<file path="src/rtl/txc_pkg.sv">
package txc_pkg;

  typedef enum logic [0:0] {
    TXC_IDLE  = 1'b0,
    TXC_SHIFT = 1'b1
  } txc_state_e;

  // Length of the message limit in system clock cycles.
  function automatic int wd_cycles(input int clk_hz, input int limit_us);
    return (clk_hz / 1_000_000) * limit_us;
  endfunction

  // Counter width that can hold 0 .. n-1.
  function automatic int cnt_bits(input int n);
    return (n <= 2) ? 1 : $clog2(n);
  endfunction

endpackage

</file>
<file path="src/rtl/txc_fall_detect.sv">
module txc_fall_detect (
  input  logic clk,
  input  logic rst_n,
  input  logic level,
  output logic fall
);
  logic level_q;

  always_ff @(posedge clk or negedge rst_n) begin
    if (!rst_n) level_q <= 1'b0;
    else        level_q <= level;
  end

  assign fall = level_q & ~level;

endmodule

</file>
<file path="src/rtl/txc_req_gate.sv">
module txc_req_gate (
  input  logic chan_sel_n,
  input  logic enc_en_n,
  input  logic fail_safe,
  input  logic sc_fall,
  input  logic word_end,
  output logic start_ok,
  output logic stop_ok
);
  logic req_active;

  assign req_active = ~chan_sel_n & ~enc_en_n;
  assign start_ok   = sc_fall & req_active & ~fail_safe;
  assign stop_ok    = word_end & ~req_active;

endmodule

</file>
<file path="src/rtl/txc_watchdog.sv">
module txc_watchdog #(
  parameter int LIMIT = 9216,
  parameter int CW    = 14
) (
  input  logic clk,
  input  logic rst_n,
  input  logic run,
  output logic expire
);
  logic [CW-1:0] cnt;

  assign expire = run && (cnt == CW'(LIMIT - 1));

  always_ff @(posedge clk or negedge rst_n) begin
    if (!rst_n)       cnt <= '0;
    else if (!run)    cnt <= '0;
    else if (!expire) cnt <= cnt + 1'b1;
  end

  AST_WD_FRESH: assert property (@(posedge clk) disable iff (!rst_n)
    $rose(run) |-> (cnt == '0));

endmodule

</file>
<file path="src/rtl/txc_seq_fsm.sv">
module txc_seq_fsm
  import txc_pkg::*;
(
  input  logic clk,
  input  logic rst_n,
  input  logic start_ok,
  input  logic stop_ok,
  input  logic expire,
  input  logic fs_clear,
  output logic send_data,
  output logic fail_safe,
  output logic abort_evt
);
  txc_state_e state_q, state_d;
  logic       fs_q, fs_d;

  always_comb begin
    state_d   = state_q;
    abort_evt = 1'b0;
    case (state_q)
      TXC_IDLE:  if (start_ok) state_d = TXC_SHIFT;
      TXC_SHIFT: begin
        if (expire) begin
          state_d   = TXC_IDLE;
          abort_evt = 1'b1;
        end else if (stop_ok) begin
          state_d = TXC_IDLE;
        end
      end
      default:   state_d = TXC_IDLE;
    endcase
  end

  always_comb begin
    if (abort_evt)     fs_d = 1'b1;
    else if (fs_clear) fs_d = 1'b0;
    else               fs_d = fs_q;
  end

  always_ff @(posedge clk or negedge rst_n) begin
    if (!rst_n) begin
      state_q <= TXC_IDLE;
      fs_q    <= 1'b0;
    end else begin
      state_q <= state_d;
      fs_q    <= fs_d;
    end
  end

  assign send_data = (state_q == TXC_SHIFT);
  assign fail_safe = fs_q;

endmodule

</file>
<file path="src/rtl/txc_ctrl.sv">
module txc_ctrl #(
  parameter int CLK_HZ   = 12_000_000,
  parameter int LIMIT_US = 768
) (
  input  logic clk,
  input  logic mrst_n,
  input  logic shift_clk,
  input  logic word_end,
  input  logic chan_sel_n,
  input  logic enc_en_n,
  input  logic fs_clear,
  output logic send_data,
  output logic fail_safe
);
  localparam int WD_LIMIT = txc_pkg::wd_cycles(CLK_HZ, LIMIT_US);
  localparam int WD_CW    = txc_pkg::cnt_bits(WD_LIMIT);

  logic sc_fall;
  logic start_ok;
  logic stop_ok;
  logic wd_expire;
  logic abort_evt;

  txc_fall_detect u_fall (
    .clk   (clk),
    .rst_n (mrst_n),
    .level (shift_clk),
    .fall  (sc_fall)
  );

  txc_req_gate u_gate (
    .chan_sel_n (chan_sel_n),
    .enc_en_n   (enc_en_n),
    .fail_safe  (fail_safe),
    .sc_fall    (sc_fall),
    .word_end   (word_end),
    .start_ok   (start_ok),
    .stop_ok    (stop_ok)
  );

  txc_watchdog #(
    .LIMIT (WD_LIMIT),
    .CW    (WD_CW)
  ) u_wd (
    .clk    (clk),
    .rst_n  (mrst_n),
    .run    (send_data),
    .expire (wd_expire)
  );

  txc_seq_fsm u_fsm (
    .clk       (clk),
    .rst_n     (mrst_n),
    .start_ok  (start_ok),
    .stop_ok   (stop_ok),
    .expire    (wd_expire),
    .fs_clear  (fs_clear),
    .send_data (send_data),
    .fail_safe (fail_safe),
    .abort_evt (abort_evt)
  );

  AST_START_ON_FALL: assert property (@(posedge clk) disable iff (!mrst_n)
    $rose(send_data) |-> ($past(shift_clk, 2) && !$past(shift_clk)));

  AST_CHAN_GATE: assert property (@(posedge clk) disable iff (!mrst_n)
    $rose(send_data) |-> $past(!chan_sel_n && !enc_en_n));

  AST_WORD_STOP: assert property (@(posedge clk) disable iff (!mrst_n)
    (send_data && word_end && (chan_sel_n || enc_en_n) && !wd_expire) |=> !send_data);

  AST_ABORT_DROP: assert property (@(posedge clk) disable iff (!mrst_n)
    abort_evt |=> (fail_safe && !send_data));

  AST_FS_HOLDOFF: assert property (@(posedge clk) disable iff (!mrst_n)
    fail_safe |=> !$rose(send_data));

  AST_FS_CLEAR: assert property (@(posedge clk) disable iff (!mrst_n)
    (fs_clear && !wd_expire) |=> !fail_safe);

  AST_FS_ONLY_ABORT: assert property (@(posedge clk) disable iff (!mrst_n)
    $rose(fail_safe) |-> $fell(send_data));

endmodule

</file>
<file path="config.mk">
export PLATFORM = sky130hd
export DESIGN_NAME = txc_ctrl
export DESIGN_NICKNAME = d
export VERILOG_FILES = /design/src/rtl/txc_pkg.sv /design/src/rtl/txc_fall_detect.sv /design/src/rtl/txc_req_gate.sv /design/src/rtl/txc_watchdog.sv /design/src/rtl/txc_seq_fsm.sv /design/src/rtl/txc_ctrl.sv
export SDC_FILE = /design/constraint.sdc
export NUM_CORES = 1
export LEC_CHECK = 0
export BUFFER_PORTS_ARGS = -buffer_cell sky130_fd_sc_hd__buf_2
export CAP_MARGIN = 10
export CORE_MARGIN = 1
export CORE_UTILIZATION = 60
export CTS_CLUSTER_DIAMETER = 30
export DETAILED_ROUTE_END_ITERATION = 6
export PLACE_DENSITY = 0.84
export SLEW_MARGIN = 20
export SYNTH_ARGS = -nofsm -noshare
export SYNTH_HDL_FRONTEND = slang
export SYNTH_HIERARCHICAL = 1
export SYNTH_SLANG_ARGS = --single-unit
</file>
<file path="constraint.sdc">
create_clock -name clk -period 4.27 [get_ports clk]
set_input_delay 0.2135 -clock clk [delete_from_list [all_inputs] [get_ports clk]]
set_output_delay 0.2135 -clock clk [all_outputs]
set_load 0.1 [all_outputs]
</file>
==> results of run 1 <==
-- cells in the final DEF (no fill, tap or decap), drive strengths merged, types with 2 or more instances in the layout --
| master | n |
|---|---|
| o31ai | 4 |
| dfrtp | 17 |
| clkbuf | 4 |
| buf | 8 |
| or3 | 4 |
| nor3 | 2 |
| nand4 | 4 |
| nand3 | 5 |
| nor2 | 9 |
| inv | 5 |
| or4 | 4 |
| a21oi | 10 |
| and4 | 2 |
| ha | 2 |
| nand2 | 3 |
| o21ai | 7 |
-- per-layer routing --
| layer | track usage (%) | wire length (um) | up-vias |
|---|---|---|---|
| li1 | - | - | 375 |
| met5 | 0 | 0 | - |
| met1 | 33.7 | 814 | 368 |
| met2 | 47.3 | 983 | 21 |
| met3 | 6.52 | 73 | 2 |
| met4 | 13.7 | 15 | 0 |
-- report_power, final --
group | internal (W) | switching (W)
clock network | 0.0000362 | 0.0000451
logic | 0.00000729 | 0.0000151
registers | 0.000163 | 0.00000329
-- cell families (layout without fill, tap and decap cells) --
family | count (synthesis) | in the layout | share of synthesized area [%]
AOI/OAI and AO/OA | 25 | 25 | 15.6
xor gates and xnor gates | 2 | 2 | 1.91
adders and majority gates | 2 | 2 | 2.72
buffers and inverters | 6 | 18 | 2.45
DFF | 17 | 17 | 46.3
muxes | 2 | 2 | 2.72
and+or+nand+nor | 39 | 39 | 28.3
-- final timing paths --
check / end / startpoint / slack, ns
min in group asynchronous: u_wd/cnt[6]$_DFFE_PN0P_ / mrst_n / 0.38
setup reg to reg: u_fsm/send_data$_DFF_PN0_ / u_wd/cnt[0]$_DFFE_PN0P_ / 2.04
hold / removal: u_fall/level_q$_DFF_PN0_ / shift_clk / 0.08
max in group asynchronous: u_wd/cnt[4]$_DFFE_PN0P_ / mrst_n / 3.61
hold reg to reg: u_fsm/fail_safe$_DFFE_PN0P_ / u_fsm/fail_safe$_DFFE_PN0P_ / 0.53
setup / recovery: u_fsm/send_data$_DFF_PN0_ / u_wd/cnt[0]$_DFFE_PN0P_ / 2.04
-- flip-flops by register name, indices dropped and copies added, names as in the netlist --
signal           cells
u_wd/cnt            14
u_fsm/fail_safe      1
u_fall/level_q       1
u_fsm/send_data      1
-- worst max-delay path: stages, from the launching register on --
cell,delay (ns)
dfrtp_1,0.46
ha_1,0.31
nand3_1,0.21
nor4_4,0.53
inv_1,0.13
nor2_1,0.17
nor2_1,0.07
mux2_4,0.25
-- area by class of cell --
class | count | share of cell area (%)
Inverter | 5 | 1.86
Clock buffer | 4 | 2.60
Tap cell | 15 | 1.86
Multi-Input combinational cell | 70 | 46.7
Timing Repair Buffer | 9 | 4.95
Sequential cell | 17 | 42.1
-- stage by stage --
step	cell area, um^2	std cells	setup slack [ns]	power, W
2_1_floorplan	920	93	2.31	0.000182
3_3_place_gp	975	115	2.26	0.000191
3_5_place_dp	975	115	2.05	0.000191
4_1_cts	1010	120	2.04	0.000276
5_1_grt	1010	120	1.86	0.000285
6_report	1010	120	2.04	0.000270
-- repair_timing --
action                     CTS  global route
setup endpoints to repair    0             0
hold endpoints to repair    17             0
hold buffers                 1             0
==> results.cfg, run 1 <==
[clock_tree]
cts_resized = 0
cts_root_buf = clkbuf_4
cts_setup_buffers = 0
clkTransAtPathRegs_ns = 0.09
cts_tree = yes
clock_sinks = 17
cts_made_buffers = 3
clock_latency_ns = 0.28
cts_buffer_depth = 2
h-tree-depth = 1

[sta]
hold_slack_ns = 0.0806
worst_pin_slew_ns = 0.486
fin_crit_sh_pct = 52.2
skew_ns = 0.00323
hold_viol = 0
slew_headroom_pct = 67.3
rsz0062_at_grt = no
fmax_ghz = 0.448
period_minus_slack_ns = 2.23
finalMaxSlewViolations = 0
setup_tns_ns = 0
setup_viol = 0

[global_route]
grt_overflow = 0
antenna_found_initial = 0
grt_max_degree = 18
grt_first_pass_wirelength_um = 3020
track_usage_pct = 28.2
first_global_vias = 727

[final_layout]
drive_gt1_share_pct = 20.0
seq_area_um2 = 425
nNetsFinal = 115
area_delta_synth_final_pct = 9.93
n_fill_cell = 103
multi_input_area_um2 = 472
fin_util_pct = 74.0
diodes = 0

[synth]
synth_cells = 93
yosysSeqAreaShare_pct = 46.3
ys_seq_elements = 17
synth_area_um2 = 920
synth_warnings = 6
synth_edf_count = 0
async_flop_share_pct = 100
synth_most_common_cell = dfrtp_1
synth_fp_nets = 102
synth_top_cell_area_share_pct = 46.3
ys.flop_type = dfrtp_1
synth.top_cells.by_count = 17 x dfrtp_1, 10 x a21oi_1, 9 x nor2_1
yosysTopAreaCell = dfrtp_1
synth_cell_types = 30
synth_area_leaders = dfrtp_1 46%, a21oi_1 5.4%, o21ai_0 3.8%
postSynthAreaPerCell_um2 = 9.89

[detailed_routing]
drcViolationCount = 0
drt_iter0_drc = 31
wl_per_cell_um = 15.7
vias = 766
drt_wl_total_um = 1890
vias_per_cell = 6.38
final_antenna_net_count = 0
firstDrtPassIters = 4

[power_and_ir_drop]
p_leak_nw = 0.421
pwr_density_cell_nw_per_um2 = 267
worst_ir_drop_vdd_uv = 185

[floorplanning]
start_util_pct = 67.3
dieArea_um2 = 1690
ioPinCount = 9
die_x_um = 41.2
dieHeight_um = 41.2
design.core.area_um2 = 1370
fp-row-count = 13

[min_path]
min_path_cells = 1
hold_path_class = input pin to flip-flop

[setup_path]
reg2reg_depth = 7
worstSetupPathType = flip-flop to flip-flop
end_kind = flip-flop
cp.arrival_ns = 2.40
worstSetupStartpointType = flip-flop
crit_fanout = 9
cp.required_ns = 4.44

[placed_design]
portBuffers = 8
dp_hpwl_um = 1350
place_congestion = 0.778

[outcome]
status = completed

[job]
cap_viol_max_count = 0
Note: power is estimated with default switching activity, not from simulation.
==> run 2, diff against run 1 <==
--- a/config.mk
+++ b/config.mk
@@ -8,10 +8,10 @@
 export BUFFER_PORTS_ARGS = -buffer_cell sky130_fd_sc_hd__buf_2
 export CAP_MARGIN = 10
 export CORE_MARGIN = 1
-export CORE_UTILIZATION = 60
+export CORE_UTILIZATION = 56
 export CTS_CLUSTER_DIAMETER = 30
 export DETAILED_ROUTE_END_ITERATION = 6
-export PLACE_DENSITY = 0.84
+export PLACE_DENSITY = 0.79
 export SLEW_MARGIN = 20
 export SYNTH_ARGS = -nofsm -noshare
 export SYNTH_HDL_FRONTEND = slang
==> constraint.sdc (replaced) <==
create_clock -name clk -period 2.3 [get_ports clk]
set_input_delay 0.115 -clock clk [delete_from_list [all_inputs] [get_ports clk]]
set_output_delay 0.115 -clock clk [all_outputs]
set_load 0.1 [all_outputs]
==> results.cfg, run 2 (same netlist as run 1, synthesis figures left out) <==
[detailed_routing]
wl_per_cell_um = 14.1
top_layer = met4
dr_wl_met2_um = 851
wl_met3_um = 36
firstDrtPassIters = 5
drcViolationCount = 0
wl_met1_um = 817
vias_per_cell = 6.02
drt_wl_total_um = 1730
vias = 741
drt_iter0_drc = 14
final_antenna_net_count = 0

[setup_path]
worstSetupPathType = flip-flop to flip-flop
end_kind = flip-flop
crit_fanout = 6
cp_num_buf_inv = 1
reg2reg_from = u_wd/cnt[0]$_DFFE_PN0P_
crit_cells = 7
crit_start = u_wd/cnt[0]$_DFFE_PN0P_
reg2reg_setup_slack_ns = 0.43
cp.arrival_ns = 2.05
reg2reg_depth = 7
crit_end = u_fsm/send_data$_DFF_PN0_
cpMostUsedCell = nor2_1
cpLargestDelayFamily = simple AND/OR/NAND/NOR gates
cp.required_ns = 2.48
cp_cell_sequence = ha_1 > nand3_1 > nor4_4 > inv_1 > nor2_1 > nor2_1 > mux2_4
r2r_end = u_fsm/send_data$_DFF_PN0_
worstSetupStartpointType = flip-flop
slowest_stage = dfrtp_1
cpPeakStageDelay_ns = 0.45

[min_path]
hold_path_class = input pin to flip-flop

[clock_tree]
clock_sinks = 17
cts_made_buffers = 3
cts_tree = yes
clkTransAtPathRegs_ns = 0.10
cts_buffer_depth = 2
clock_latency_ns = 0.29
h-tree-depth = 1
cts_setup_buffers = 0
cts_root_buf = clkbuf_4

[sta]
setup_tns_ns = 0
hold_slack_ns = 0.0836
worst_pin_slew_ns = 0.500
rsz0062_at_grt = no
hold_viol = 0
setup_viol = 0
skew_ns = 0.00374
fmax_ghz = 0.536
slew_headroom_pct = 66.3
period_minus_slack_ns = 1.87
fin_crit_sh_pct = 81.2
finalMaxSlewViolations = 0

[global_route]
first_global_vias = 687
track_usage_pct = 22.7
grt_first_pass_wirelength_um = 3010
grt_max_degree = 18
antenna_found_initial = 0
grt_overflow = 0

[floorplanning]
dieArea_um2 = 1810
fp-row-count = 14
dieHeight_um = 42.5
die_x_um = 42.5
ioPinCount = 9
design.core.area_um2 = 1520
start_util_pct = 60.3

[placed_design]
dp_hpwl_um = 1260
place_congestion = 0.794
portBuffers = 8

[job]
cap_viol_max_count = 0

[final_layout]
max_flop_register = u_wd/cnt
final_common_cell = dfrtp_1
nNetsFinal = 117
drive_gt1_share_pct = 20.6
largest_reg_flops = 14
diodes = 0
area_delta_synth_final_pct = 12.0
layout_common_cells = 17 x dfrtp_1, 10 x a21oi_1, 9 x nor2_1

[outcome]
status = completed

[power_and_ir_drop]
worst_ir_drop_vdd_uv = 353
p_leak_nw = 0.430
pwr_density_cell_nw_per_um2 = 495
==> run 2: changes by cell type in the layout (fill, tap and decap cells not counted) <==
cell	delta
dlygate4sd3_1	+1
buf_4	+1
==> run 2: worst min-delay path by stage <==
stage,from,endpoint,cells past startpoint
4_1_cts,fs_clear,u_fsm/fail_safe$_DFFE_PN0P_,3
2_1_floorplan,mrst_n,u_fall/level_q$_DFF_PN0_,0
3_3_place_gp,mrst_n,u_wd/cnt[13]$_DFFE_PN0P_,1
3_5_place_dp,mrst_n,u_wd/cnt[13]$_DFFE_PN0P_,1
6_report,fs_clear,u_fsm/fail_safe$_DFFE_PN0P_,3
5_1_grt,fs_clear,u_fsm/fail_safe$_DFFE_PN0P_,3
==> run 2: cell type report <==
class                      count  area, um^2
timing repair buffer          11        67.6
sequential                    17         425
inverter                       5        18.8
tap                           16        20.0
fill                         124         494
clock buffer                   4        26.3
multi-input combinational     70         472
==> run 2: worst reg2reg max path: cells and delay by family (launching register included) <==
| family | cells | cell delay (ns) |
|---|---|---|
| AND/OR/NAND/NOR | 4 | 0.70 |
| flip-flops | 1 | 0.45 |
| adder cells (fa/ha/maj) | 1 | 0.28 |
| multiplexers | 1 | 0.25 |
| buffers and inverters | 1 | 0.08 |
==> run 2: repair_timing <==
action,in CTS,in global routing
gates resized for setup,0,0
hold endpoints to repair,18,0
endpoints found under the setup margin,0,0
hold buffers,2,0
==> run 2: metrics by stage <==
stage | util, % | area, um^2 | setup WS [ns] | instances | power (W)
global route | 67.6 | 1030 | 0.249 | 123 | 0.000529
finish | 67.6 | 1030 | 0.433 | 123 | 0.000510
floorplan | - | 920 | 0.343 | 93 | 0.000338
global placement | 64.5 | 983 | 0.522 | 117 | 0.000354
CTS | 67.6 | 1030 | 0.433 | 123 | 0.000514
detailed placement | 64.5 | 983 | 0.445 | 117 | 0.000355
==> run 2: power breakdown <==
part	switching [W]	internal, W
sequential	0.00000557	0.000303
combinational	0.0000280	0.0000146
clock	0.0000918	0.0000675
==> run 2: layer usage <==
| layer | GRT usage (%) | vias up |
|---|---|---|
| li1 | - | 372 |
| met1 | 31.2 | 353 |
| met2 | 34.8 | 12 |
| met5 | 0 | - |
| met4 | 13.1 | 0 |
| met3 | 2.59 | 4 |
==> run 3, diff against run 2 <==
--- a/config.mk
+++ b/config.mk
@@ -8,10 +8,10 @@
 export BUFFER_PORTS_ARGS = -buffer_cell sky130_fd_sc_hd__buf_2
 export CAP_MARGIN = 10
 export CORE_MARGIN = 1
-export CORE_UTILIZATION = 56
+export CORE_UTILIZATION = 50
 export CTS_CLUSTER_DIAMETER = 30
 export DETAILED_ROUTE_END_ITERATION = 6
-export PLACE_DENSITY = 0.79
+export PLACE_DENSITY = 0.75
 export SLEW_MARGIN = 20
 export SYNTH_ARGS = -nofsm -noshare
 export SYNTH_HDL_FRONTEND = slang
==> constraint.sdc (replaced) <==
create_clock -name clk -period 1.5 [get_ports clk]
set_input_delay 0.075 -clock clk [delete_from_list [all_inputs] [get_ports clk]]
set_output_delay 0.075 -clock clk [all_outputs]
set_load 0.1 [all_outputs]
==> results.cfg, run 3 (same netlist as run 1, synthesis figures left out) <==
[sta]
setup_viol = 13
rsz0062_at_grt = yes
fin_crit_sh_pct = 117
worst_pin_slew_ns = 0.484
hold_slack_ns = 0.0490
hold_viol = 0
worst_slack_ns = -0.248
period_minus_slack_ns = 1.75
fmax_ghz = 0.572
skew_ns = 0.00856
slew_headroom_pct = 68.0
finalMaxSlewViolations = 0

[setup_path]
end_kind = flip-flop
reg2reg_depth = 6
cpMostUsedCell = buf_4
cp.required_ns = 1.71
worstSetupPathType = flip-flop to flip-flop
crit_start = u_wd/cnt[10]$_DFFE_PN0P_
slowest_stage = or4b_4
reg2reg_setup_slack_ns = -0.25
crit_fanout = 6
worstSetupStartpointType = flip-flop
crit_end = u_wd/cnt[10]$_DFFE_PN0P_
cp.arrival_ns = 1.96
r2r_end = u_wd/cnt[10]$_DFFE_PN0P_
reg2reg_from = u_wd/cnt[10]$_DFFE_PN0P_
cp_cell_sequence = or4b_4 > buf_4 > o211ai_1 > buf_4 > o31ai_1 > a21oi_1
cpPeakStageDelay_ns = 0.57

[final_layout]
diodes = 0
layout_common_cells = 31 x buf_4, 14 x dfrtp_1, 8 x buf_2, 8 x nor2_1, 8 x a21oi_1
final_common_cell = buf_4
drive_gt1_share_pct = 47.4
n_fill_cell = 122
multi_input_area_um2 = 504
stdcell_area_um2 = 1300
max_flop_register = u_wd/cnt
area_delta_synth_final_pct = 41.8
seq_area_um2 = 429
largest_reg_flops = 14
nNetsFinal = 147

[global_route]
grt_max_degree = 18
grt_first_pass_wirelength_um = 3730
first_global_vias = 909
track_usage_pct = 24.9
grt_overflow = 0
antenna_found_initial = 0

[clock_tree]
clock_sinks = 17
cts_root_buf = clkbuf_4
cts_tree = yes
cts_buffer_depth = 2
clkTransAtPathRegs_ns = 0.10
h-tree-depth = 1
clock_latency_ns = 0.29
cts_made_buffers = 3

[power_and_ir_drop]
p_int_w = 0.000593
p_leak_nw = 0.575
clockPowerShare_pct = 30.9
worst_ir_drop_vdd_uv = 568
p_sw_w = 0.000205
pwr-share-seq_pct = 59.0
pwr_density_cell_nw_per_um2 = 612
swShare_pct = 25.6
power_frac_comb_pct = 10.1

[detailed_routing]
drt_wl_total_um = 2210
wl_per_cell_um = 13.6
firstDrtPassIters = 4
vias_per_cell = 5.70
drt_iter0_drc = 17
final_antenna_net_count = 0
vias = 923
drcViolationCount = 0

[floorplanning]
fp-row-count = 15
die_x_um = 44.9
dieHeight_um = 44.9
dieArea_um2 = 2010
ioPinCount = 9
design.core.area_um2 = 1730
start_util_pct = 53.3

[outcome]
status = finished, violations left
violations = negative setup slack

[placed_design]
dp_hpwl_um = 1590
place_congestion = 0.807
portBuffers = 8
place_area_um2 = 1190
pre_cts_ws_ns = -0.260

[job]
cap_viol_max_count = 0

[min_path]
hold_path_class = input pin to flip-flop
min_path_cells = 3
-- run 3: critical path, delay by kind of cell (launching register included) --
kind            cells  cell delay [ns]
buf+inv             2             0.34
flops               1             0.39
simple gates        1             0.57
compound gates      3             0.38
-- run 3: repair_timing --
action                                  in CTS  in global routing
endpoints found under the setup margin      13                 15
cloned                                       0                  0
hold endpoints to repair                    18                  0
gates resized for setup                     12                  1
pin swaps                                    9                  4
setup buffers                                4                  1
hold buffers                                 2                  0
-- run 3: layout make-up --
cell class                 instances  area share, %
timing repair buffer              41           22.5
inverter                           5           1.44
sequential                        17           32.9
clock inverter                     1          0.384
multi-input combinational         70           38.7
clock buffer                       3           1.73
tap                               25           2.40
-- run 3: worst min-delay path by stage --
| stage | from | to | slack [ns] |
|---|---|---|---|
| 5_1_grt | fs_clear | u_fsm/fail_safe$_DFFE_PN0P_ | 0.05 |
| 3_5_place_dp | mrst_n | u_wd/cnt[6]$_DFFE_PN0P_ | 0.02 |
| 6_report | fs_clear | u_fsm/fail_safe$_DFFE_PN0P_ | 0.05 |
| 3_3_place_gp | mrst_n | u_wd/cnt[6]$_DFFE_PN0P_ | 0.02 |
| 2_1_floorplan | mrst_n | u_fall/level_q$_DFF_PN0_ | -0.22 |
| 4_1_cts | fs_clear | u_fsm/fail_safe$_DFFE_PN0P_ | 0.05 |
-- run 3: metrics by stage --
step | instances | TNS (ns) | total power [W] | utilization (%)
after floorplan | 93 | -1.78 | 0.000519 | -
after global placement | 151 | -1.31 | 0.000551 | 68.7
after detailed placement | 151 | -1.69 | 0.000555 | 68.7
after CTS | 161 | -2.02 | 0.000806 | 74.9
after global routing | 162 | -3.47 | 0.000835 | 75.5
final | 162 | -2.19 | 0.000798 | 75.5
-- run 3: power groups by stage --
stage | Combinational [W] | Sequential, W | Clock (W)
after global placement | 0.0000723 | 0.000479 | 0
after CTS | 0.0000810 | 0.000471 | 0.000254
after detailed placement | 0.0000749 | 0.000480 | 0
final | 0.0000806 | 0.000470 | 0.000247
after global routing | 0.0000863 | 0.000472 | 0.000277
after floorplan | 0.0000225 | 0.000496 | 0
-- run 3: per-layer routing --
metal	routed length, um	up-vias	global-route usage (%)
met1	956	457	29.8
met2	1160	22	46.8
met5	0	-	0
met3	57	7	2.00
met4	34	0	8.48
li1	-	437	-
